$ cat src/rtl/lcd_row_pkg.sv
package lcd_row_pkg;

    typedef enum logic [1:0] {
        LVL_TOP       = 2'b00,
        LVL_UPPER_MID = 2'b01,
        LVL_LOWER_MID = 2'b10,
        LVL_BOTTOM    = 2'b11
    } drive_lvl_t;

    typedef struct packed {
        logic polarity;
        logic display_en;
    } drive_ctl_t;

    function automatic drive_lvl_t pick_level(input logic pix, input drive_ctl_t ctl);
        drive_lvl_t lvl;
        if (!ctl.display_en)
            lvl = LVL_TOP;
        else if (pix)
            lvl = ctl.polarity ? LVL_TOP : LVL_BOTTOM;
        else
            lvl = ctl.polarity ? LVL_LOWER_MID : LVL_UPPER_MID;
        return lvl;
    endfunction

endpackage

$ cat src/rtl/strobe_fall_det.sv
module strobe_fall_det (
    input  logic clk,
    input  logic rst,
    input  logic strobe,
    output logic fall
);
    logic strobe_q;

    always_ff @(posedge clk) begin
        if (rst)
            strobe_q <= 1'b0;
        else
            strobe_q <= strobe;
    end

    assign fall = strobe_q & ~strobe;

    AST_FALL_SINGLE: assert property (@(posedge clk) disable iff (rst)
        fall |=> !fall);

endmodule

$ cat src/rtl/row_latch.sv
module row_latch #(
    parameter int NUM_COLS = 80
) (
    input  logic                clk,
    input  logic                rst,
    input  logic                load,
    input  logic [NUM_COLS-1:0] row_d,
    output logic [NUM_COLS-1:0] row_q
);
    always_ff @(posedge clk) begin
        if (rst)
            row_q <= '0;
        else if (load)
            row_q <= row_d;
    end

    AST_RESET_CLEAR: assert property (@(posedge clk)
        rst |=> row_q == '0);
    AST_LOAD_ROW: assert property (@(posedge clk) disable iff (rst)
        load |=> row_q == $past(row_d));
    AST_HOLD_ROW: assert property (@(posedge clk) disable iff (rst)
        (!load && !$past(rst)) |=> $stable(row_q));

endmodule

$ cat src/rtl/column_level_enc.sv
module column_level_enc
    import lcd_row_pkg::*;
#(
    parameter int NUM_COLS = 80
) (
    input  logic [NUM_COLS-1:0]   pix,
    input  drive_ctl_t            ctl,
    output logic [2*NUM_COLS-1:0] lvl_bus
);
    localparam int CODE_W = $bits(drive_lvl_t);

    for (genvar i = 0; i < NUM_COLS; i++) begin : g_col
        drive_lvl_t lvl;
        always_comb lvl = pick_level(pix[i], ctl);
        assign lvl_bus[CODE_W*i +: CODE_W] = lvl;
    end

endmodule

$ cat src/rtl/lcd_row_drive.sv
module lcd_row_drive
    import lcd_row_pkg::*;
#(
    parameter int NUM_COLS = 80
) (
    input  logic                  clk,
    input  logic                  rst,
    input  logic                  line_strobe,
    input  logic [NUM_COLS-1:0]   row_data,
    input  logic                  polarity,
    input  logic                  display_en,
    output logic [2*NUM_COLS-1:0] level_bus
);
    logic                load_row;
    logic [NUM_COLS-1:0] row_q;
    drive_ctl_t          ctl;

    assign ctl.polarity   = polarity;
    assign ctl.display_en = display_en;

    strobe_fall_det u_fall (
        .clk    (clk),
        .rst    (rst),
        .strobe (line_strobe),
        .fall   (load_row)
    );

    row_latch #(.NUM_COLS(NUM_COLS)) u_latch (
        .clk   (clk),
        .rst   (rst),
        .load  (load_row),
        .row_d (row_data),
        .row_q (row_q)
    );

    column_level_enc #(.NUM_COLS(NUM_COLS)) u_enc (
        .pix     (row_q),
        .ctl     (ctl),
        .lvl_bus (level_bus)
    );

    AST_BLANK_TOP: assert property (@(posedge clk) disable iff (rst)
        !display_en |-> level_bus == '0);

    for (genvar i = 0; i < NUM_COLS; i++) begin : g_chk
        AST_LIT_LEVEL: assert property (@(posedge clk) disable iff (rst)
            (display_en && row_q[i]) |-> level_bus[2*i +: 2] == (polarity ? 2'b00 : 2'b11));
        AST_UNLIT_LEVEL: assert property (@(posedge clk) disable iff (rst)
            (display_en && !row_q[i]) |-> level_bus[2*i +: 2] == (polarity ? 2'b10 : 2'b01));
    end

endmodule

$ cat config.mk
export PLATFORM = sky130hd
export DESIGN_NAME = lcd_row_drive
export DESIGN_NICKNAME = d
export VERILOG_FILES = /design/src/rtl/lcd_row_pkg.sv /design/src/rtl/strobe_fall_det.sv /design/src/rtl/row_latch.sv /design/src/rtl/column_level_enc.sv /design/src/rtl/lcd_row_drive.sv
export SDC_FILE = /design/constraint.sdc
export NUM_CORES = 1
export LEC_CHECK = 0
export CAP_MARGIN = 15
export CORE_UTILIZATION = 40
export CTS_CLUSTER_SIZE = 16
export DETAILED_ROUTE_END_ITERATION = 8
export PLACE_DENSITY_LB_ADDON = 0.25
export SLEW_MARGIN = 10
export SYNTH_ARGS = -nofsm -noshare
export SYNTH_HDL_FRONTEND = slang
export SYNTH_HIERARCHICAL = 1
export SYNTH_SLANG_ARGS = --single-unit
export TNS_END_PERCENT = 50
$ cat constraint.sdc
create_clock -name clk -period 5.1 [get_ports clk]
set_input_delay 0.51 -clock clk [delete_from_list [all_inputs] [get_ports clk]]
set_output_delay 0.51 -clock clk [all_outputs]
set_load 0.05 [all_outputs]
==> results.sh <==
export IMPL_status="completed"
export IMPL_antennaDiodeCount=0
export IMPL_post_cts_repair_setup_buffers=0
export IMPL_crit_path_end_kind="output pin"
export IMPL_timing_worst_slew_pin_value_ns=1.086
export IMPL_synth_top_area_cell="dfxtp_1"
export IMPL_floorplan_die_width_um=123.3
export IMPL_fillerInstances=1221
export IMPL_drv_slew=0
export IMPL_design_core_area_um2=14100
export IMPL_dp_worst_setup_slack_ns=1.084
export IMPL_postSynthCellCount=625
export IMPL_drc=0
export IMPL_asr_flop_ratio_synth_pct=0
export IMPL_first_global_vias=4298
export IMPL_netlist_area_um2=5884
export IMPL_drv_cap=0
export IMPL_power_uw=2025
export IMPL_gp_congestion=0.7402
export IMPL_synth_edf_count=0
export IMPL_static_leakage_power_uw=0.003445
export IMPL_synth_seq_cells=81
export IMPL_worst_path_buf_inv=4
export IMPL_hold_buffers=0
export IMPL_place_port_buffers=244
export IMPL_finalSetupTns_ns=0
export IMPL_drive_gt1_share_pct=2.892
export IMPL_cts_sink_count=81
export IMPL_synth_distinct_cells=16
export IMPL_total_number_of_vias=4599
export IMPL_drt_pass1_iterations=4
export IMPL_clk_root_buffer_cell="clkbuf_16"
export IMPL_timing_hold_ws_ns=0.5179
export IMPL_grt_usage_pct=18.26
export IMPL_synthMostInstantiatedCell="ha_1"
export IMPL_maximum_number_of_pins_on_one_net_before_global_route_repair=135
export IMPL_synth_net_count=816
export IMPL_final_antenna_net_count=0
export IMPL_first_pass_grt_wire_length_um=21780
export IMPL_worst_path_most_repeated_cell="clkdlybuf4s50_1"
export IMPL_max_vdd_ir_drop_mv=0.1330
export IMPL_final_period_utilization_pct=79.00
export IMPL_synth_top_cells_by_area="dfxtp_1 (28%), ha_1 (23%), mux2i_1 (14%), and2_1 (8.5%), o21a_1 (6.8%)"
export IMPL_grt_setup_unrepaired="false"
export IMPL_post_route_min_period_ns=4.029
export IMPL_detailedPlacementHpwl_um=9921
export IMPL_area_share_of_the_largest_cell_type_after_synthesis_pct=27.56
export IMPL_crit_path_max_fanout=64
export IMPL_cp_required_ns=4.59
export IMPL_starting_density_pct=41.75
export IMPL_path_cells="clkdlybuf4s50_1 > clkinv_2 > buf_4 > ha_1 > and2_1 > clkdlybuf4s50_1"
export IMPL_crit_path_max_incr_delay_ns=0.81
export IMPL_hp_class="reg -> reg"
export IMPL_design_portCount=245
export IMPL_max_clock_freq_mhz=248.2
export IMPL_synthFlopType="dfxtp_1"
export IMPL_rrSetupSlack_ns=3.56
export IMPL_arrival_ns=3.52
export IMPL_antenna_found_initial=0
export IMPL_hold_viol=0
export IMPL_setup_violations_final=0
export IMPL_critPathSlowestCell="clkdlybuf4s50_1"
export IMPL_final_nets=1016
export IMPL_setup_ws_ns=1.071
export IMPL_synth_yosys_seq_area_share_pct=27.56
export IMPL_tritoncts="done"
export IMPL_clk_pin_slew_worst_paths_ns=0.06
export IMPL_cellPowerDensity_nw_per_um2=240.7
export IMPL_synth_common_cells="ha_1 (106), dfxtp_1 (81), and2_1 (80), mux2i_1 (80), nor2_1 (80)"
export IMPL_synthesis_yosys_warnings=6
export IMPL_globalRoute_totalOverflow=0
export IMPL_numCtsBuffers=9
export IMPL_syn_to_final_growth_pct=42.95
export IMPL_route_detailed_vias_per_inst=4.553
export IMPL_fin_skew_ns=0.005616
export IMPL_worstSkewPairLatency_ns=0.33
export IMPL_totalWireLength_um=14090
export IMPL_startpoint_type="primary input"
export IMPL_post_cts_resized=0
export IMPL_crit_type="in -> out"
export IMPL_syn_mean_instance_area_um2=9.415
export IMPL_std_cell_rows=43
export IMPL_crit_family="buffers and inverters"
export IMPL_fp_dieArea_um2=15200
export IMPL_max_clock_path_buffers=2
export IMPL_max_slew_margin_pct=27.57
export IMPL_wl_per_cell_um=13.95
export IMPL_floorplan_die_height_um=123.3
export IMPL_drt_iter0_markers=152
export IMPL_cts_max_level=3
==> metal layers <==
layer | up-vias | GRT usage (%) | wire length (µm)
met1 | 2074 | 23.21 | 6526
met5 | - | 0 | 0
met4 | 0 | 6.175 | 160
li1 | 2362 | - | -
met2 | 152 | 29.64 | 6393
met3 | 11 | 5.028 | 1005
==> placed cells by master (no fill, tap or decap), drive strengths merged <==
master / count
ha: 106
clkdlybuf4s50: 242
clkinv: 3
and2: 80
nor2: 80
clkbuf: 13
dfxtp: 81
nor2b: 3
inv: 53
xor2: 27
mux2i: 80
o21a: 53
buf: 8
bufinv: 1
==> stage by stage <==
stage	cell area [µm²]	instances	utilization [%]
final	8412	1010	59.68
after global routing	8412	1010	59.68
after CTS	8412	1010	59.68
after detailed placement	8122	994	57.62
after global placement	8122	994	57.62
after floorplan	5884	625	-
==> area by class of cell <==
cell class | instances | area (µm²) | area share, %
multi-input cells | 429 | 3591 | 42.69
flip-flops and latches | 81 | 1622 | 19.28
clock buffers | 13 | 250.2 | 2.975
repair buffers | 250 | 2480 | 29.48
clock inverters | 3 | 40.04 | 0.4760
inverters | 54 | 203.9 | 2.425
well taps | 180 | 225.2 | 2.677
==> worst paths after layout <==
check	start	end	depth (start not counted)
max	polarity	level_bus[95]	6
min	u_latch/row_q[17]	u_latch/row_q[17]	2
max reg2reg	u_fall/strobe_q	u_latch/row_q[26]	4
min reg2reg	u_latch/row_q[17]	u_latch/row_q[17]	2
==> tightest hold or removal path, stage by stage, from the launching register on <==
cell and delay [ns]:
dfxtp_1 0.34, mux2i_1 0.07, nor2_1 0.07
==> flip-flops by register name (all words and copies together) (netlist names) <==
signal and cells:
u_fall/strobe_q 1, u_latch/row_q 80
==> report_power, final <==
group / total (µW) / leakage, µW / switching [µW] / internal (µW)
clock: 634 / 0.000144 / 243 / 391
sequential: 672 / 0.000659 / 16.8 / 655
combinational: 719 / 0.00264 / 443 / 276
total: 2020 / 0.00344 / 702 / 1320
==> cell families (layout without fill, tap and decap cells) <==
| logic type | Yosys count | after routing | share of synthesized area, % |
|---|---|---|---|
| xor+xnor | 27 | 27 | 4.019 |
| buf+inv | 115 | 320 | 11.55 |
| mux | 80 | 80 | 13.61 |
| compound gates | 53 | 53 | 6.762 |
| flops | 81 | 81 | 27.56 |
| fa+ha+maj | 106 | 106 | 22.54 |
| simple gates | 163 | 163 | 13.97 |
Power figures use the tool's default switching activity.
